--- config.mk ---
export PLATFORM = sky130hd
export DESIGN_NAME = rdt_readout_gen
export DESIGN_NICKNAME = d
export VERILOG_FILES = /design/src/rtl/rdt_pkg.sv /design/src/rtl/rdt_cfg_shadow.sv /design/src/rtl/rdt_col_timer.sv /design/src/rtl/rdt_row_seq.sv /design/src/rtl/rdt_out_stage.sv /design/src/rtl/rdt_readout_gen.sv
export SDC_FILE = /design/constraint.sdc
export NUM_CORES = 1
export LEC_CHECK = 0
export ABC_AREA = 0
export BUFFER_PORTS_ARGS = -buffer_cell sky130_fd_sc_hd__buf_2
export CORE_ASPECT_RATIO = 0.8
export CORE_UTILIZATION = 50
export DETAILED_ROUTE_END_ITERATION = 8
export PLACE_DENSITY = 0.66
export SETUP_SLACK_MARGIN = 0.05
export SLEW_MARGIN = 40
export SYNTH_ARGS = -nofsm -noshare
export SYNTH_HDL_FRONTEND = slang
export SYNTH_SLANG_ARGS = --single-unit
--- constraint.sdc ---
create_clock -name clk -period 14.65 [get_ports clk]
set_input_delay 1.465 -clock clk [delete_from_list [all_inputs] [get_ports clk]]
set_output_delay 1.465 -clock clk [all_outputs]
set_load 0.03 [all_outputs]
--- src/rtl/rdt_pkg.sv ---
package rdt_pkg;

  typedef enum logic [1:0] {
    PH_VBLANK = 2'd0,
    PH_FIELD0 = 2'd1,
    PH_FBLANK = 2'd2,
    PH_FIELD1 = 2'd3
  } phase_t;

  localparam logic [2:0] MODE_TWO_FIELD = 3'd1;
  localparam logic [2:0] MODE_ONE_FIELD = 3'd2;

  localparam logic [1:0] LVF_CONT = 2'd1;
  localparam logic [1:0] LVF_XOR  = 2'd2;

  localparam int MIN_VBLANK = 4;

endpackage

--- src/rtl/rdt_cfg_shadow.sv ---
module rdt_cfg_shadow #(
  parameter int ROW_W = 10,
  parameter int COL_W = 10,
  parameter int HB_W  = 10,
  parameter int FB_W  = 8,
  parameter int VB_W  = 9,
  parameter int LEN_W = 11
) (
  input  logic             clk,
  input  logic             rst,
  input  logic             load,
  input  logic [ROW_W-1:0] in_row_start,
  input  logic [ROW_W-1:0] in_height,
  input  logic [COL_W-1:0] in_width,
  input  logic [HB_W-1:0]  in_hblank,
  input  logic [FB_W-1:0]  in_fblank,
  input  logic [VB_W-1:0]  in_vb_a,
  input  logic [VB_W-1:0]  in_vb_b,
  input  logic             in_ctx_b,
  input  logic [2:0]       in_mode,
  input  logic [1:0]       in_lv_fmt,
  output logic [LEN_W-1:0] row_len_m1,
  output logic [COL_W-1:0] act_w,
  output logic [ROW_W-1:0] f0_first,
  output logic [ROW_W-1:0] f0_cnt,
  output logic [ROW_W-1:0] f1_first,
  output logic [ROW_W-1:0] f1_cnt,
  output logic [FB_W-1:0]  fb_cnt,
  output logic [VB_W-1:0]  vb_cnt,
  output logic             two_field,
  output logic             one_field,
  output logic             step2,
  output logic             start_odd,
  output logic [1:0]       lv_fmt
);
  import rdt_pkg::*;

  localparam int EXT_W = ((VB_W > FB_W) ? VB_W : FB_W) + 1;

  logic [COL_W-1:0] w_eff;
  logic [ROW_W-1:0] h_eff, h_half;
  logic [ROW_W-1:0] f0_first_n, f0_n, f1_first_n, f1_n;
  logic             two_n, one_n;
  logic [EXT_W-1:0] vb_x, fb_x, t_diff, t_min, t_tr, t_pr;
  logic [VB_W-1:0]  vb_n;

  always_comb begin
    w_eff  = (in_width == '0) ? COL_W'(1) : in_width;
    h_eff  = (in_height < ROW_W'(2)) ? ROW_W'(2) : in_height;
    h_half = h_eff >> 1;
    two_n  = (in_mode == MODE_TWO_FIELD);
    one_n  = (in_mode == MODE_ONE_FIELD);

    if (two_n) begin
      // even field first: the first even row at or after the start
      f0_first_n = in_row_start + ROW_W'(in_row_start[0]);
      f0_n       = in_row_start[0] ? h_half : (h_eff - h_half);
      f1_first_n = in_row_start + ROW_W'(!in_row_start[0]);
      f1_n       = h_eff - f0_n;
    end else if (one_n) begin
      f0_first_n = in_row_start;
      f0_n       = h_half;
      f1_first_n = '0;
      f1_n       = ROW_W'(1);
    end else begin
      f0_first_n = in_row_start;
      f0_n       = h_eff;
      f1_first_n = '0;
      f1_n       = ROW_W'(1);
    end

    vb_x   = EXT_W'(in_ctx_b ? in_vb_b : in_vb_a);
    fb_x   = EXT_W'(in_fblank);
    t_diff = (vb_x > fb_x) ? (vb_x - fb_x) : '0;
    t_min  = (fb_x < EXT_W'(MIN_VBLANK)) ? (EXT_W'(MIN_VBLANK) - fb_x) : '0;
    t_tr   = (t_diff > t_min) ? t_diff : t_min;
    if (t_tr == '0) t_tr = EXT_W'(1);
    t_pr   = (vb_x < EXT_W'(MIN_VBLANK)) ? EXT_W'(MIN_VBLANK) : vb_x;
    vb_n   = VB_W'(two_n ? t_tr : t_pr);
  end

  always_ff @(posedge clk) begin
    if (rst || load) begin
      row_len_m1 <= LEN_W'(w_eff) + LEN_W'(in_hblank) - LEN_W'(1);
      act_w      <= w_eff;
      f0_first   <= f0_first_n;
      f0_cnt     <= f0_n;
      f1_first   <= f1_first_n;
      f1_cnt     <= f1_n;
      fb_cnt     <= two_n ? in_fblank : '0;
      vb_cnt     <= vb_n;
      two_field  <= two_n;
      one_field  <= one_n;
      step2      <= two_n || one_n;
      start_odd  <= in_row_start[0];
      lv_fmt     <= in_lv_fmt;
    end
  end

endmodule

--- src/rtl/rdt_col_timer.sv ---
module rdt_col_timer #(
  parameter int COL_W = 10,
  parameter int LEN_W = 11
) (
  input  logic             clk,
  input  logic             rst,
  input  logic [LEN_W-1:0] row_len_m1,
  input  logic [COL_W-1:0] act_w,
  output logic             col_active,
  output logic             row_last
);

  logic [LEN_W-1:0] col;

  assign row_last   = (col == row_len_m1);
  assign col_active = (col < LEN_W'(act_w));

  always_ff @(posedge clk) begin
    if (rst)           col <= '0;
    else if (row_last) col <= '0;
    else               col <= col + LEN_W'(1);
  end

endmodule

--- src/rtl/rdt_row_seq.sv ---
module rdt_row_seq #(
  parameter int ROW_W = 10,
  parameter int FB_W  = 8,
  parameter int VB_W  = 9
) (
  input  logic             clk,
  input  logic             rst,
  input  logic             row_last,
  input  logic [ROW_W-1:0] f0_first,
  input  logic [ROW_W-1:0] f0_cnt,
  input  logic [ROW_W-1:0] f1_first,
  input  logic [ROW_W-1:0] f1_cnt,
  input  logic [FB_W-1:0]  fb_cnt,
  input  logic [VB_W-1:0]  vb_cnt,
  input  logic             two_field,
  input  logic             step2,
  output logic             in_image,
  output logic [ROW_W-1:0] row_addr,
  output logic             frame_start
);
  import rdt_pkg::*;

  localparam int BL_W  = (VB_W > FB_W) ? VB_W : FB_W;
  localparam int CNT_W = ((ROW_W > BL_W) ? ROW_W : BL_W) + 1;

  phase_t           phase;
  logic [CNT_W-1:0] rcnt;
  logic [CNT_W-1:0] plen;
  logic             phase_last;
  logic [ROW_W-1:0] r_lo;

  always_comb begin
    case (phase)
      PH_VBLANK: plen = CNT_W'(vb_cnt);
      PH_FIELD0: plen = CNT_W'(f0_cnt);
      PH_FBLANK: plen = CNT_W'(fb_cnt);
      default:   plen = CNT_W'(f1_cnt);
    endcase
  end

  assign phase_last  = (rcnt == plen - CNT_W'(1));
  assign frame_start = row_last && phase_last && (phase == PH_VBLANK);
  assign in_image    = (phase == PH_FIELD0) || (phase == PH_FIELD1);
  assign r_lo        = rcnt[ROW_W-1:0];

  always_comb begin
    case (phase)
      PH_FIELD0: row_addr = f0_first + (step2 ? (r_lo << 1) : r_lo);
      PH_FIELD1: row_addr = f1_first + (r_lo << 1);
      default:   row_addr = '0;
    endcase
  end

  always_ff @(posedge clk) begin
    if (rst) begin
      phase <= PH_VBLANK;
      rcnt  <= '0;
    end else if (row_last) begin
      if (phase_last) begin
        rcnt <= '0;
        case (phase)
          PH_VBLANK: phase <= PH_FIELD0;
          PH_FIELD0: begin
            if (!two_field)          phase <= PH_VBLANK;
            else if (fb_cnt != '0)   phase <= PH_FBLANK;
            else                     phase <= PH_FIELD1;
          end
          PH_FBLANK: phase <= PH_FIELD1;
          default:   phase <= PH_VBLANK;
        endcase
      end else begin
        rcnt <= rcnt + CNT_W'(1);
      end
    end
  end

endmodule

--- src/rtl/rdt_out_stage.sv ---
module rdt_out_stage #(
  parameter int ROW_W = 10
) (
  input  logic             clk,
  input  logic             rst,
  input  logic             in_image,
  input  logic             col_active,
  input  logic [ROW_W-1:0] row_addr,
  input  logic [1:0]       lv_fmt,
  output logic [ROW_W-1:0] row_idx,
  output logic             col_strobe,
  output logic             frame_valid,
  output logic             line_valid
);
  import rdt_pkg::*;

  logic lv_n;

  always_comb begin
    case (lv_fmt)
      LVF_CONT: lv_n = col_active;
      LVF_XOR:  lv_n = col_active ^ in_image;
      default:  lv_n = col_active & in_image;
    endcase
  end

  always_ff @(posedge clk) begin
    if (rst) begin
      row_idx     <= '0;
      col_strobe  <= 1'b0;
      frame_valid <= 1'b0;
      line_valid  <= 1'b0;
    end else begin
      row_idx     <= row_addr;
      col_strobe  <= col_active & in_image;
      frame_valid <= in_image;
      line_valid  <= lv_n;
    end
  end

endmodule

--- src/rtl/rdt_readout_gen.sv ---
module rdt_readout_gen #(
  parameter int ROW_W = 10,
  parameter int COL_W = 10,
  parameter int HB_W  = 10,
  parameter int FB_W  = 8,
  parameter int VB_W  = 9
) (
  input  logic             clk,
  input  logic             rst,
  input  logic [ROW_W-1:0] cfg_row_start,
  input  logic [ROW_W-1:0] cfg_height,
  input  logic [COL_W-1:0] cfg_width,
  input  logic [HB_W-1:0]  cfg_hblank,
  input  logic [FB_W-1:0]  cfg_fblank,
  input  logic [VB_W-1:0]  cfg_vblank_a,
  input  logic [VB_W-1:0]  cfg_vblank_b,
  input  logic             cfg_ctx_b,
  input  logic [2:0]       cfg_mode,
  input  logic [1:0]       cfg_lv_fmt,
  output logic [ROW_W-1:0] row_idx,
  output logic             col_strobe,
  output logic             frame_valid,
  output logic             line_valid
);

  localparam int LEN_W = ((COL_W > HB_W) ? COL_W : HB_W) + 1;

  logic [LEN_W-1:0] sh_row_len_m1;
  logic [COL_W-1:0] sh_act_w;
  logic [ROW_W-1:0] sh_f0_first, sh_f0_cnt, sh_f1_first, sh_f1_cnt;
  logic [FB_W-1:0]  sh_fb_cnt;
  logic [VB_W-1:0]  sh_vb_cnt;
  logic             sh_two_field, sh_one_field, sh_step2, sh_start_odd;
  logic [1:0]       sh_fmt;
  logic             col_active, row_last, in_image, frame_start;
  logic [ROW_W-1:0] row_addr;

  rdt_cfg_shadow #(
    .ROW_W(ROW_W), .COL_W(COL_W), .HB_W(HB_W), .FB_W(FB_W), .VB_W(VB_W), .LEN_W(LEN_W)
  ) u_shadow (
    .clk          (clk),
    .rst          (rst),
    .load         (frame_start),
    .in_row_start (cfg_row_start),
    .in_height    (cfg_height),
    .in_width     (cfg_width),
    .in_hblank    (cfg_hblank),
    .in_fblank    (cfg_fblank),
    .in_vb_a      (cfg_vblank_a),
    .in_vb_b      (cfg_vblank_b),
    .in_ctx_b     (cfg_ctx_b),
    .in_mode      (cfg_mode),
    .in_lv_fmt    (cfg_lv_fmt),
    .row_len_m1   (sh_row_len_m1),
    .act_w        (sh_act_w),
    .f0_first     (sh_f0_first),
    .f0_cnt       (sh_f0_cnt),
    .f1_first     (sh_f1_first),
    .f1_cnt       (sh_f1_cnt),
    .fb_cnt       (sh_fb_cnt),
    .vb_cnt       (sh_vb_cnt),
    .two_field    (sh_two_field),
    .one_field    (sh_one_field),
    .step2        (sh_step2),
    .start_odd    (sh_start_odd),
    .lv_fmt       (sh_fmt)
  );

  rdt_col_timer #(.COL_W(COL_W), .LEN_W(LEN_W)) u_col (
    .clk        (clk),
    .rst        (rst),
    .row_len_m1 (sh_row_len_m1),
    .act_w      (sh_act_w),
    .col_active (col_active),
    .row_last   (row_last)
  );

  rdt_row_seq #(.ROW_W(ROW_W), .FB_W(FB_W), .VB_W(VB_W)) u_rows (
    .clk         (clk),
    .rst         (rst),
    .row_last    (row_last),
    .f0_first    (sh_f0_first),
    .f0_cnt      (sh_f0_cnt),
    .f1_first    (sh_f1_first),
    .f1_cnt      (sh_f1_cnt),
    .fb_cnt      (sh_fb_cnt),
    .vb_cnt      (sh_vb_cnt),
    .two_field   (sh_two_field),
    .step2       (sh_step2),
    .in_image    (in_image),
    .row_addr    (row_addr),
    .frame_start (frame_start)
  );

  rdt_out_stage #(.ROW_W(ROW_W)) u_out (
    .clk         (clk),
    .rst         (rst),
    .in_image    (in_image),
    .col_active  (col_active),
    .row_addr    (row_addr),
    .lv_fmt      (sh_fmt),
    .row_idx     (row_idx),
    .col_strobe  (col_strobe),
    .frame_valid (frame_valid),
    .line_valid  (line_valid)
  );

endmodule

Yosys cells after proc, flatten, opt, wreduce, memory -nomap -nowiden
Index checks and enable logic that the tools add are counted.
{"block": "op_classes", "n_reduce_logical": 12, "bitwise_logic": 2, "magnitude_cmp": 6, "mux": 21, "n_addsub": 13, "eq_ne": 9}
{"op": "2-to-1 mux 10 bit", "count": 10}
{"op": "2-to-1 mux 9 bit", "count": 4}
{"op": "case mux 10 bit (3 select lines)", "count": 1}
{"op": "adder 11 x 1 -> 11 bit, second input constant", "count": 2}
{"op": "== test 11 bit", "count": 2}
{"op": "adder 10 x 1 -> 10 bit", "count": 2}
{"op": "adder 10 bit", "count": 2}
{"op": "logical NOT 10 bit", "count": 2}
{"op": "case mux 10 bit (2 select lines)", "count": 1}
{"op": "adder 10 x 10 -> 11 bit", "count": 1}
{"op": "less-than comparator 11 x 10 -> 1 bit", "count": 1}
{"op": "2-to-1 mux 11 bit", "count": 1}
{"op": "subtractor 10 x 1 -> 11 bit, second input constant", "count": 1}
{"op": "subtractor 11 x 1 -> 11 bit, second input constant", "count": 1}
{"op": "greater-than comparator 10 bit", "count": 1}
{"op": "greater-than comparator 10 x 8 -> 1 bit", "count": 1}
{"op": "less-than comparator 10 x 2 -> 1 bit, second input constant", "count": 1}
{"op": "less-than comparator 10 x 3 -> 1 bit, second input constant", "count": 1}
{"op": "subtractor 10 bit", "count": 1}
{"op": "subtractor 10 x 8 -> 10 bit", "count": 1}
{"op": "subtractor 10 x 9 -> 10 bit", "count": 1}
{"op": "subtractor 3 x 8 -> 9 bit, first input constant", "count": 1}
{"op": "less-than comparator 8 x 3 -> 1 bit, second input constant", "count": 1}
{"op": "nonzero test 8 bit", "count": 1}
{"op": "other kinds (16)", "count": 22}
{"block": "word_totals", "out_inout_bits": 13, "in_bits": 74, "word_cells": 81, "ff_bits": 119}

Longest topological paths before layout
Gate-level depths: netlist (run 1).
{"block": "depth", "word_depth": 8, "depth_mapped": 21, "ltp_nobuf": 21}

By module
Synthesis (run 1) repeated with hierarchy kept, for this count alone.
{"block": "unflattened", "hier_cells": 945, "area_unflattened_um2": 9250.1}
{"mod": "rdt_cfg_shadow", "cells_per_inst": 569, "seq_area_each_um2": 2522.4, "area_each_um2": 5773.0, "instances": 1}
{"mod": "rdt_row_seq", "cells_per_inst": 249, "seq_area_each_um2": 260.2, "area_each_um2": 2197.1, "instances": 1}
{"mod": "rdt_col_timer", "cells_per_inst": 93, "seq_area_each_um2": 220.2, "area_each_um2": 857.1, "instances": 1}
{"mod": "rdt_out_stage", "cells_per_inst": 34, "seq_area_each_um2": 260.2, "area_each_um2": 422.9, "instances": 1}

Worst setup path before layout (run 1)
No wires, ideal clock.
{"block": "synth_path", "path_kind": "reg-to-reg", "startpoint": "register u_rows.phase[1]", "endpoint": "register u_shadow.act_w[0], enable pin", "required_ns": 14.007, "n_path_buf": 1, "period_less_slack_ns": 9.130, "setup_time_ns": 0.643, "slack_ns": 5.520, "stages_incl_launch_ff": 10, "t_arrival_ns": 8.487, "path_cell_list": "dfxtp_1 > clkbuf_1 > mux4_2 > nor4_4 > nand2_1 > or4b_1 > o31ai_1 > o2111ai_1 > or2_4 > o31ai_1"}
{"block": "synth_between", "elab_chain_len": 7, "word_cells_on_any_way": 9, "classes_between": "1 x add/sub; 3 x eq/ne; 1 x mux; 4 x reduce/logical"}
{"item": "start: declaration", "line": "rdt_row_seq.sv:26", "text": "phase_t phase;"}
{"item": "start signal: assignment", "line": "rdt_row_seq.sv:56", "text": "phase <= PH_VBLANK;"}
{"item": "start signal: assignment", "line": "rdt_row_seq.sv:62", "text": "PH_VBLANK: phase <= PH_FIELD0;"}
{"item": "start signal: assignment", "line": "rdt_row_seq.sv:64", "text": "if (!two_field) phase <= PH_VBLANK;"}
{"item": "== test 2 bit, or another cell as far along", "line": "rdt_row_seq.sv:33", "text": "case (phase)"}
{"item": "case mux 10 bit (3 select lines)", "line": "rdt_row_seq.sv:33"}
{"item": "subtractor 10 x 1 -> 11 bit", "line": "rdt_row_seq.sv:41", "text": "assign phase_last = (rcnt == plen - CNT_W'(1));"}
{"item": "== test 11 bit", "line": "rdt_row_seq.sv:41"}
{"item": "logical AND 1 bit", "line": "rdt_row_seq.sv:42", "text": "assign frame_start = row_last && phase_last && (phase == PH_VBLANK);"}
{"item": "logical AND 1 bit (*)", "line": "rdt_row_seq.sv:42"}
{"item": "logical OR 1 bit (*)", "line": "rdt_cfg_shadow.sv:83", "text": "if (rst || load) begin"}
{"item": "end signal: assignment", "line": "rdt_cfg_shadow.sv:85", "text": "act_w <= w_eff;"}
{"item": "end: declaration", "line": "rdt_cfg_shadow.sv:23", "text": "output logic [COL_W-1:0] act_w,"}
Mark *: on every way between the ends. The rest lies on a longest branch, timed or not.
A chain may end at the register's enable or synchronous reset.

Final worst setup path (run 1)
{"block": "layout_path", "startpoint": "input cfg_ctx_b", "endpoint": "register u_shadow.vb_cnt[0] (data pin)"}
{"block": "layout_between", "elab_chain_len": 8, "word_cells_on_any_way": 11, "classes_between": "1 x add/sub; 3 x order compare; 6 x mux; 1 x reduce/logical"}
{"item": "start: declaration", "line": "rdt_readout_gen.sv:17", "text": "input logic cfg_ctx_b,"}
{"item": "2-to-1 mux 9 bit (*)", "line": "rdt_cfg_shadow.sv:72", "text": "vb_x = EXT_W'(in_ctx_b ? in_vb_b : in_vb_a);"}
{"item": "subtractor 10 x 8 -> 10 bit or greater-than comparator 10 x 8 -> 1 bit (tied branches)", "line": "rdt_cfg_shadow.sv:74", "text": "t_diff = (vb_x > fb_x) ? (vb_x - fb_x) : '0;"}
{"item": "2-to-1 mux 10 bit", "line": "rdt_cfg_shadow.sv:74"}
{"item": "greater-than comparator 10 bit", "line": "rdt_cfg_shadow.sv:76", "text": "t_tr = (t_diff > t_min) ? t_diff : t_min;"}
{"item": "2-to-1 mux 10 bit", "line": "rdt_cfg_shadow.sv:76"}
{"item": "logical NOT 10 bit", "line": "rdt_cfg_shadow.sv:77", "text": "if (t_tr == '0) t_tr = EXT_W'(1);"}
{"item": "2-to-1 mux 9 bit", "line": "rdt_cfg_shadow.sv:77"}
{"item": "2-to-1 mux 9 bit (*)", "line": "rdt_cfg_shadow.sv:79", "text": "vb_n = VB_W'(two_n ? t_tr : t_pr);"}
{"item": "net u_shadow.vb_n[0]", "line": "rdt_cfg_shadow.sv:45", "text": "logic [VB_W-1:0] vb_n;"}
{"item": "end signal: assignment", "line": "rdt_cfg_shadow.sv:91", "text": "vb_cnt <= vb_n;"}
{"item": "end: declaration", "line": "rdt_cfg_shadow.sv:29", "text": "output logic [VB_W-1:0] vb_cnt,"}
Mark *: on every way through the listed nets, which the timed path passes. The rest lies on a longest branch.

==> impl_results.md, run 1 <==
- Initial antenna violation count: 0
- Maximum vdd drop: 0.0000783 V
- # fillers: 1491
- Switching power: 0.270 mW
- R2R Path End: u_shadow.fb_cnt[4]
- Routed via count: 6574
- Leak pwr: 4.41 nW
- Net count, final: 1166
- Tot GR Track Use: 0.219
- Cells on worst reg2reg path: 9
- CP arrival: 5840 ps
- IO Count: 87
- Achievable Freq: 0.176 GHz
- Mapped Cells: 922
- Worst path most repeated cell: a21o_1
- Worst-path maximum fanout: 10
- ANT cells: 0
- Setup crit end kind: flip-flop
- Most frequent cells in the layout: 107 x inv_1, 93 x nor2_1, 90 x ha_1
- Worst Setup Start Kind: input pin
- Req. time, crit path: 14790 ps
- Min Hold Slack: 546 ps
- Area of the multi-input gates: 0.00495 mm^2
- Pint: 0.739 mW
- CTS H-tree depth: 4
- Site Rows: 42
- First-pass GRT wire length: 30500 um
- Measured slew at the worst slew-check pin: 769 ps
- Worst hold path class: reg -> reg
- Fin util: 0.590
- Seq/Total Area, Yosys: 0.369
- Unrepaired setup endpoints after global routing: no
- Ys async rst share: 0
- Worst setup startpoint: cfg_ctx_b
- Clk root buf: clkbuf_16
- Net switching fraction of the power: 0.268
- Design area: 0.00988 mm^2
- Mapped Area: 0.00869 mm^2
- Post-CTS Setup Bufs: 0
- Initial DRC count: 415
- Yosys warning count: 0
- Crit Path Class: in -> reg
- Fraction of layout instances using a drive strength above 1: 0.151
- Critical-path top delay cell: a221oi_1
- Die width: 149 um
- Worst Clk Skew: 9.07 ps
- Clock network power share: 0.402
- Critical Path Max Stage Delay: 420 ps
- TritonCTS clock tree: built
- Clock Latency Late Sink: 410 ps
- Dpl cell area: 0.00929 mm^2
- Placeable Area: 0.0168 mm^2
- Final setup violation count: 0
- Fin crit period: 5690 ps
- Yosys reg bits: 119
- Port bufs: 86
- Avg Cell Area, Syn: 9.42 um^2
- DR WL/cell: 15.0 um
- Fin Setup TNS: 0 ps
- DIE AREA: 0.0179 mm^2
- Final GP Congestion: 0.947
- Register share of total power: 0.393
- Flop2flop setup slack: 10570 ps
- Total grt overflow: 0
- Clk slew on worst S/H paths: 50 ps
- Vias in the first global route: 6102
- Max Cap Viol: 0
- Cell Chain, Critical Path: buf_2 -> mux2i_1 -> ha_1 -> inv_1 -> fa_1 -> a21o_1 -> a21o_1 -> a221oi_1 -> o21ai_0 -> inv_1 -> nor2_1 -> ha_1 -> a21o_1 -> a21o_1 -> a221oi_1 -> a32o_1 -> o31ai_1 -> a221oi_1 -> o21ai_0
- Wirelength, routed: 18400 um
- Post-synth EDFFs: 82
- Drt first pass iters: 5
- Fin. Hold Viols: 0
- Antenna-violating nets left: 0
- Resized Gates After CTS: 0
- Post-CTS Hold Buffers: 0
- Final Cycle Share: 0.389
- Fin. max-slew vios: 0
- Routed vias/inst: 5.35
- Slew margin rel.: 0.487
- R2R Path Start: u_rows.phase[0]
- Die height: 120 um
- Unique masters post-synth: 67
- Combinational Power Share: 0.205
- Flip-flop and latch area: 0.00320 mm^2
- Largest net degree at the start of global routing: 83
- Residual DRC: 0
- Bufs on Longest Clock Path: 2
- Starting Density: 0.518
- Most common cell after layout, fill and taps aside: inv_1
- Pwr Density: 102 mW/mm^2
- Cts bufs inserted: 17
- Most used DFF post-synth: edfxtp_1
- CTS Sinks: 119
- Layout overhead on the synthesized area: 13.8%
- Dpl hpwl: 14500 um
- CP endpoint: u_shadow.vb_cnt[0]
- Outcome: finished, final reports clean
layout make-up:
| type | count | share of cell area |
|---|---|---|
| inverters | 109 | 0.0414 |
| multi-input cells | 660 | 0.501 |
| repair buffers | 89 | 0.0462 |
| well taps | 220 | 0.0279 |
| flip-flops and latches | 119 | 0.324 |
| clock inverters | 15 | 0.0163 |
| clock buffers | 17 | 0.0430 |
worst min-delay path by stage:
stage	from	to	slack, ps	depth (start not counted)
global route	u_col.col[10]	u_col.col[10]	580	2
global placement	u_rows.rcnt[10]	u_rows.rcnt[10]	530	2
CTS	u_col.col[0]	u_col.col[0]	550	1
floorplan	u_shadow.f1_first[0]	u_out.row_idx[0]	460	2
finish	u_rows.rcnt[10]	u_rows.rcnt[10]	550	2
detailed placement	u_rows.rcnt[10]	u_rows.rcnt[10]	530	2
kinds of logic after synthesis:
family | count (synthesis) | share of synthesized area
AND/OR/NAND/NOR | 258 | 0.144
AO/OA/AOI/OAI | 173 | 0.128
buffers and inverters | 145 | 0.0645
flip-flops | 119 | 0.369
adder cells (fa/ha/maj) | 96 | 0.143
XOR/XNOR | 91 | 0.0917
multiplexers | 39 | 0.0588
other | 1 | 0.000432
state kept, by name, indices dropped and copies added (netlist names):
name,flops
u_shadow.f1_first,10
u_shadow.vb_cnt,9
u_shadow.act_w,10
u_shadow.fb_cnt,8
u_shadow.lv_fmt,2
u_rows.rcnt,11
u_out.row_idx,10
u_col.col,11
u_shadow.row_len_m1,11
u_out.line_valid,1
u_shadow.f0_first,10
u_rows.phase,2
u_out.frame_valid,1
u_out.col_strobe,1
u_shadow.f1_cnt,10
u_shadow.two_field,1
u_shadow.step2,1
u_shadow.f0_cnt,10
through the flow:
step | setup WS [ps] | power (mW) | std cells
CTS | 8980 | 1.02 | 1229
global placement | 8760 | 0.607 | 1197
finish | 8960 | 1.01 | 1229
floorplan | 5520 | 0.555 | 924
global route | 8370 | 1.06 | 1229
detailed placement | 8550 | 0.609 | 1197
power by group through the flow:
| stage | Clock (mW) | Combinational, mW | Sequential (mW) |
|---|---|---|---|
| final | 0.406 | 0.206 | 0.397 |
| after global routing | 0.427 | 0.235 | 0.399 |
| after CTS | 0.411 | 0.206 | 0.397 |
| after detailed placement | 0 | 0.205 | 0.404 |
| after global placement | 0 | 0.203 | 0.403 |
| after floorplan | 0 | 0.155 | 0.400 |
per-layer routing:
metal  track usage  wire length (um)
met5             0                 0
met1         0.337              9770
met2         0.313              7780
met3        0.0323               644
met4        0.0651               216
worst max-delay path: cells and delay by family:
| kind | cells | cell delay [ps] |
|---|---|---|
| AOI/OAI and AO/OA | 11 | 2630 |
| adders and majority gates | 3 | 820 |
| buffers and inverters | 3 | 500 |
| muxes | 1 | 300 |
| and+or+nand+nor | 1 | 120 |
Yosys cell counts, drive strengths merged, types with 5 or more instances:
library cell | number | area, um^2
inv | 108 | 405
nor2 | 93 | 349
ha | 90 | 1130
edfxtp | 82 | 2460
nand2 | 63 | 239
xnor2 | 60 | 526
a21oi | 54 | 270
dfxtp | 37 | 741
clkbuf | 32 | 120
o21ai | 32 | 160
xor2 | 31 | 272
a21o | 21 | 158
and3 | 19 | 119
nand3 | 17 | 85.1
mux2 | 16 | 180
mux2i | 15 | 150
nand4 | 13 | 81.3
o21bai | 13 | 97.6
nor2b | 9 | 56.3
mux4 | 8 | 180
nor3 | 8 | 51.3
nor4 | 7 | 58.8
a31oi | 6 | 37.5
fa | 6 | 120
nand2b | 6 | 37.5
and2 | 5 | 31.3
o22ai | 5 | 31.3
o31ai | 5 | 37.5
No activity file was read; power rests on OpenSTA's default activity.
==> run 2, diff against run 1 <==
--- a/config.mk
+++ b/config.mk
@@ -10,7 +10,7 @@
 export CORE_ASPECT_RATIO = 0.8
 export CORE_UTILIZATION = 50
 export DETAILED_ROUTE_END_ITERATION = 8
-export PLACE_DENSITY = 0.66
+export PLACE_DENSITY = 0.69
 export SETUP_SLACK_MARGIN = 0.05
 export SLEW_MARGIN = 40
 export SYNTH_ARGS = -nofsm -noshare
==> constraint.sdc (replaced) <==
create_clock -name clk -period 5.11 [get_ports clk]
set_input_delay 0.511 -clock clk [delete_from_list [all_inputs] [get_ports clk]]
set_output_delay 0.511 -clock clk [all_outputs]
set_load 0.03 [all_outputs]
==> run 2 against run 1 <==
  * Worst hold slack lost 270 ps
  * Utilization grew 0.22 points
  * Highest routed layer unchanged
  * Non-clock buffer count grew 5
  * Register-to-register slack lost 9600 ps
  * First-iteration DRC count grew 10%
  * Critical path type unchanged
  * Clock power grew to 2.6 times the previous value
  * Largest power group is now sequential cells
  * Setup slack lost 8400 ps
  * Flip-flop and latch count is the same
  * Largest cell class unchanged
  * Sequential share of layout area shrank 0.12 points
  * Critical path depth grew 2
  * Clock-buffer cell count grew 7
==> impl_results.md, run 2 (synthesized netlist as in run 1, its figures left out) <==
- Post-CTS Setup Bufs: 0 (unchanged)
- Drt first pass iters: 5 (unchanged)
- Cells on worst reg2reg path: 9 (unchanged)
- Layout overhead on the synthesized area: 14.2%
- Resized Gates After CTS: 0 (unchanged)
- Cts bufs inserted: 17 (unchanged)
- ANT cells: 0 (unchanged)
- Maximum vdd drop: 0.000244 V (+210%)
- DP Worst Slack: 165 ps (-8390 ps)
- Max Cap Viol: 0 (unchanged)
- Fraction of layout instances using a drive strength above 1: 0.155 (+0.00419)
- Pint: 2.04 mW (+180%)
- Top sig layer: met4
- Residual DRC: 0 (unchanged)
- Net count, final: 1171 (+0.43%)
- Combinational Power Share: 0.214 (+0.009)
- Crit Path Class: in -> reg
- Outcome: finished, final reports clean
- Die width: 149 um (unchanged)
- Post-CTS Hold Buffers: 0 (unchanged)
- Wirelength, routed: 18800 um (+2.2%)
- Setup ws final: 549 ps (-8410 ps)
- Fin util: 0.592 (+0.00216)
- Dpl cell area: 0.00938 mm^2 (+0.90%)
- Largest net degree at the start of global routing: 31 (-63%)
- Worst Setup Start Kind: input pin
- Net switching fraction of the power: 0.276 (+0.00822)
- Site Rows: 42 (unchanged)
- Fin. max-slew vios: 0 (unchanged)
- Routed via count: 6594 (+0.30%)
- Tot GR Track Use: 0.224 (+0.00537)
- Final setup violation count: 0 (unchanged)
- Req. time, crit path: 5360 ps (-9430 ps)
- Starting Density: 0.518 (unchanged)
- Bufs on Longest Clock Path: 2 (unchanged)
- Cell Count, Final, Fillers Out: 1234 (+0.41%)
- Vias in the first global route: 6109 (+0.11%)
- Worst Clk Skew: 9.90 ps (+0.833 ps)
- Fin Setup TNS: 0 ps (unchanged)
- Met3 WL: 819 um (+27%)
- Clk root buf: clkbuf_16
- Worst hold path cell count: 1 (-1)
- Power consumption: 2.81 mW (+180%)
- Setup crit end kind: flip-flop
- CTS H-tree depth: 4 (unchanged)
- Hold Path Origin: cfg_lv_fmt[0]
- Port bufs: 86 (unchanged)
- R2R Path End: u_shadow.act_w[5]
- Hold Path End: u_shadow.lv_fmt[0]
- Largest regs: u_col.col (11), u_rows.rcnt (11), u_shadow.row_len_m1 (11)
- Leak pwr: 4.45 nW (+0.80%)
- Clock network power share: 0.381 (-0.021)
- TritonCTS clock tree: built
- Min Hold Slack: 277 ps (-269 ps)
- DIE AREA: 0.0179 mm^2 (unchanged)
- Pwr Density: 284 mW/mm^2 (+180%)
- Achievable Freq: 0.219 GHz
- Switching power: 0.777 mW (+190%)
- WL met1: 9830 um (+0.60%)
- Total grt overflow: 0 (unchanged)
- CP arrival: 4810 ps (-1030 ps)
- Antenna-violating nets left: 0 (unchanged)
- Worst hold path class: in -> reg
- DR WL/cell: 15.2 um (+1.8%)
- Final Cycle Share: 0.893
- Worst-path maximum fanout: 10 (unchanged)
- Fin crit period: 4560 ps
- Measured slew at the worst slew-check pin: 731 ps (-37.6 ps)
- Dpl hpwl: 14700 um (+1.4%)
- First-pass GRT wire length: 31100 um (+2.0%)
- Unrepaired setup endpoints after global routing: no
- Register share of total power: 0.405 (+0.012)
- Placeable Area: 0.0168 mm^2 (unchanged)
- Post-Place Cells: 1202 (+0.42%)
- Clock Latency Late Sink: 410 ps (about the same)
- Design area: 0.00992 mm^2 (+0.37%)
- Clk slew on worst S/H paths: 50 ps (about the same)
- Met2 routed WL: 7970 um (+2.5%)
- Routed vias/inst: 5.34 (-0.10%)
- Initial antenna violation count: 0 (unchanged)
- Initial DRC count: 457 (+10%)
- Slew margin rel.: 0.512 (+0.0251)
- Most frequent cells in the layout: 107 x inv_1, 93 x nor2_1, 90 x ha_1
- CTS Sinks: 119 (unchanged)
- Most common cell after layout, fill and taps aside: inv_1
- Final GP Congestion: 0.892 (-5.9%)
- Fin. Hold Viols: 0 (unchanged)
- IO Count: 87 (unchanged)
- R2R Path Start: u_rows.phase[0]
- Flop2flop setup slack: 1010 ps (-9560 ps)
- Die height: 120 um (unchanged)
run 2: cell count changes in the layout (fill, tap and decap cells not counted), sizes merged:
cell	delta
clkinv	-2
bufinv	-3
clkinvlp	-3
inv	+1
buf	+5
clkbuf	+7
run 2: power by group through the flow:
stage	Sequential [mW]	Clock [mW]	Combinational, mW
after CTS	1.14	1.09	0.602
after detailed placement	1.16	0	0.597
final	1.14	1.07	0.603
after floorplan	1.14	0	0.445
after global routing	1.14	1.13	0.681
after global placement	1.16	0	0.595
run 2: layout make-up:
cell class	count	area [um^2]
clock buffer	24	493
clock inverter	8	46.3
fill	1452	6840
inverter	109	409
multi-input combinational	660	4950
sequential	119	3200
tap	220	275
timing repair buffer	94	541
run 2: worst max-delay path by stage:
stage | from | to | slack, ps
2_1_floorplan | u_rows.phase[1] | u_shadow.act_w[0] | 140
3_3_place_gp | cfg_ctx_b | u_shadow.vb_cnt[0] | 280
3_5_place_dp | cfg_ctx_b | u_shadow.vb_cnt[0] | 160
4_1_cts | cfg_ctx_b | u_shadow.vb_cnt[0] | 580
5_1_grt | cfg_ctx_b | u_shadow.vb_cnt[0] | 80
6_report | cfg_ctx_b | u_shadow.vb_cnt[0] | 550
run 2: metal layers:
metal,vias up,global-route usage
li1,3390,-
met4,0,0.0619
met5,-,0
met2,158,0.322
met3,15,0.0403
met1,3031,0.342
run 2: worst max-delay path, cell delays in order:
cell and delay [ps]:
buf_2 220, mux2i_1 290, ha_1 220, inv_1 60
fa_1 390, a21o_1 170, a21o_1 220, a221oi_1 320
o21ai_0 250, nand2_1 190, inv_1 60, ha_1 290
a21o_1 110, a21o_1 100, a21oi_1 70, or2_2 290
a32oi_1 390, nand4b_1 140, o32ai_1 240, a221oi_1 100
o21ai_0 150
==> run 3, diff against run 2 <==
--- a/config.mk
+++ b/config.mk
@@ -8,9 +8,10 @@
 export ABC_AREA = 0
 export BUFFER_PORTS_ARGS = -buffer_cell sky130_fd_sc_hd__buf_2
 export CORE_ASPECT_RATIO = 0.8
-export CORE_UTILIZATION = 50
+export CORE_UTILIZATION = 35
 export DETAILED_ROUTE_END_ITERATION = 8
-export PLACE_DENSITY = 0.69
+export HOLD_SLACK_MARGIN = 0.1
+export PLACE_DENSITY = 0.51
 export SETUP_SLACK_MARGIN = 0.05
 export SLEW_MARGIN = 40
 export SYNTH_ARGS = -nofsm -noshare
==> constraint.sdc (replaced) <==
create_clock -name clk -period 3.8 [get_ports clk]
set_input_delay 0.38 -clock clk [delete_from_list [all_inputs] [get_ports clk]]
set_output_delay 0.38 -clock clk [all_outputs]
set_load 0.03 [all_outputs]
==> run 3 against run 2 <==
  * Combinational power increased by 81%
  * First-iteration DRC count decreased by 20%
  * Die area increased by 42%
  * Utilization decreased by 13 points
  * Critical path depth increased by 4
  * Final area increased by 13%
  * Sequential power increased by 34%
  * Setup slack got worse by 460 ps
  * Flip-flop and latch count unchanged
  * Non-clock buffer count increased by 110
  * Worst hold slack got worse by 150 ps
==> impl_results.md, run 3 (synthesized netlist as in run 1, its figures left out) <==
- Outcome: finished, final reports clean
- Wirelength, routed: 21700 um (+15%)
- Flop2flop setup slack: 200 ps (-810 ps)
- R2R Path End: u_shadow.vb_cnt[3]
- Routed vias/inst: 4.78 (-11%)
- Starting Density: 0.356 (-0.162)
- Largest regs: u_col.col (11), u_rows.rcnt (11), u_shadow.row_len_m1 (11)
- Dpl cell area: 0.0102 mm^2 (+8.9%)
- Site Rows: 51 (+21%)
- Combinational Power Share: 0.251 (+0.037)
- Placeable Area: 0.0244 mm^2 (+45%)
- Fraction of layout instances using a drive strength above 1: 0.274 (+0.119)
- First-pass GRT wire length: 34300 um (+10%)
- DP Worst Slack: -523 ps (-688 ps)
- Min Hold Slack: 131 ps (-146 ps)
- Final Cycle Share: 0.977
- Clk slew on worst S/H paths: 50 ps (about the same)
- DR WL/cell: 15.1 um (-1.2%)
- Maximum vdd drop: 0.000277 V (+13%)
- Worst hold path class: in -> reg
- R2R Path Start: u_rows.phase[0]
- Total grt overflow: 0 (unchanged)
- Worst hold path cell count: 1 (unchanged)
- Measured slew at the worst slew-check pin: 677 ps (-54.0 ps)
- Cell Count, Final, Fillers Out: 1442 (+17%)
- Max Cap Viol: 0 (unchanged)
- Residual DRC: 0 (unchanged)
- Slew margin rel.: 0.548 (+0.0355)
- Port bufs: 86 (unchanged)
- CTS H-tree depth: 4 (unchanged)
- Tot GR Track Use: 0.178 (-0.0468)
- Post-Place Cells: 1382 (+15%)
- Initial antenna violation count: 0 (unchanged)
- Die width: 178 um (+19%)
- Clock Latency Late Sink: 420 ps (about the same)
- Vias in the first global route: 6532 (+6.9%)
- Fin. max-slew vios: 0 (unchanged)
- Most common cell after layout, fill and taps aside: buf_4
- Final GP Congestion: 0.876 (-1.8%)
- Most frequent cells in the layout: 110 x buf_4, 103 x inv_1, 89 x nor2_1
- Pwr Density: 387 mW/mm^2 (+36%)
- Routed via count: 6891 (+4.5%)
- Fin crit period: 3710 ps
- Drt first pass iters: 4 (-1)
- Clock network power share: 0.398 (+0.017)
- Hold Path Origin: cfg_lv_fmt[1]
- DIE AREA: 0.0255 mm^2 (+42%)
- Net switching fraction of the power: 0.267 (-0.00891)
- Dpl hpwl: 17000 um (+15%)
- Fin util: 0.461 (-0.131)
- Antenna-violating nets left: 0 (unchanged)
- Post-CTS Hold Buffers: 0 (unchanged)
- Cts bufs inserted: 17 (unchanged)
- Register share of total power: 0.351 (-0.054)
- Achievable Freq: 0.269 GHz
- Design area: 0.0112 mm^2 (+13%)
- CP arrival: 3870 ps (-940 ps)
- Layout overhead on the synthesized area: 29.4%
- Bufs on Longest Clock Path: 2 (unchanged)
- Worst Clk Skew: 7.46 ps (-2.44 ps)
- Switching power: 1.16 mW (+50%)
- Setup crit end kind: flip-flop
- Net count, final: 1281 (+9.4%)
- Cells on worst reg2reg path: 12 (+3)
- Crit Path Class: in -> reg
- Setup ws final: 88.8 ps (-460 ps)
- Pint: 3.19 mW (+57%)
- Worst Setup Start Kind: input pin
- Die height: 143 um (+19%)
- CTS Sinks: 119 (unchanged)
- Leak pwr: 5.05 nW (+13%)
- ANT cells: 0 (unchanged)
- Power consumption: 4.35 mW (+55%)
- IO Count: 87 (unchanged)
- Initial DRC count: 367 (-20%)
- Worst-path maximum fanout: 6 (-4)
- Final setup violation count: 0 (unchanged)
- Unrepaired setup endpoints after global routing: yes
- Hold Path End: u_shadow.lv_fmt[1]
- Fin. Hold Viols: 0 (unchanged)
- # fillers: 2362 (+63%)
- Clk root buf: clkbuf_16
- Largest net degree at the start of global routing: 30 (-3.2%)
- TritonCTS clock tree: built
- Fin Setup TNS: 0 ps (unchanged)
- Req. time, crit path: 3960 ps (-1400 ps)
## run 3: changes by cell type in the layout (fill, tap and decap cells not counted), moves of 4 or more
cell / before / now
ha_4: 0 / 5
ha_1: 90 / 83
a21oi_2: 0 / 4
nor2_1: 93 / 89
nor2_2: 0 / 4
o21ai_1: 0 / 8
inv_1: 107 / 103
bufinv_16: 0 / 5
inv_2: 1 / 5
buf_4: 4 / 110
a21oi_1: 54 / 50
o21ai_0: 32 / 22
## run 3: worst max-delay path, cell delays in order
cell and delay, ps:
buf_8 90, buf_6 120, mux2_2 340, ha_1 290, buf_4 160, nand4_1 120
buf_4 120, nor2_1 50, o21ai_2 210, nand2_1 110, buf_4 140, buf_4 120
buf_4 120, buf_4 120, buf_4 120, buf_4 120, buf_4 120, buf_4 120
buf_4 120, buf_4 120, buf_4 130, nand4b_1 80, o32ai_1 80, a221oi_1 260
o21ai_1 100
## run 3: layer usage
layer	global-route usage	wire, um	vias to the layer above
met2	0.259	9140	107
met4	0.0513	204	0
met1	0.264	11700	3154
met5	0	0	-
met3	0.0325	707	15
li1	-	-	3615
## run 3: worst max path at each step
stage                    start            endpoint  slack [ps]  cells after the start
4_1_cts        u_rows.phase[0]  u_shadow.vb_cnt[0]          50                     10
5_1_grt              cfg_ctx_b  u_shadow.vb_cnt[0]         -80                     21
3_3_place_gp         cfg_ctx_b  u_shadow.vb_cnt[0]        -370                     17
6_report             cfg_ctx_b  u_shadow.vb_cnt[0]          90                     25
3_5_place_dp         cfg_ctx_b  u_shadow.vb_cnt[0]        -520                     21
2_1_floorplan  u_rows.phase[0]   u_shadow.act_w[0]       -1160                      9
## run 3: timing repair
action,in CTS,in global routing
pin swaps,8,17
endpoints found under the setup margin,5,94
gates resized for setup,5,32
cloned,0,1
buffers inserted,12,15
## run 3: cell type report
class | count | area (um^2) | share of cell area
clock inverter | 14 | 206 | 0.0184
tap | 318 | 398 | 0.0354
clock buffer | 18 | 429 | 0.0382
sequential | 119 | 3210 | 0.285
multi-input combinational | 660 | 5190 | 0.461
inverter | 109 | 409 | 0.0364
timing repair buffer | 204 | 1410 | 0.125
## run 3: power groups by stage
stage          registers (mW)  clock network [mW]  logic (mW)
2_1_floorplan            1.54                   0       0.635
3_3_place_gp             1.56                   0       0.980
3_5_place_dp             1.56                   0       0.989
4_1_cts                  1.53                1.77        1.04
5_1_grt                  1.54                1.82        1.22
6_report                 1.53                1.73        1.09
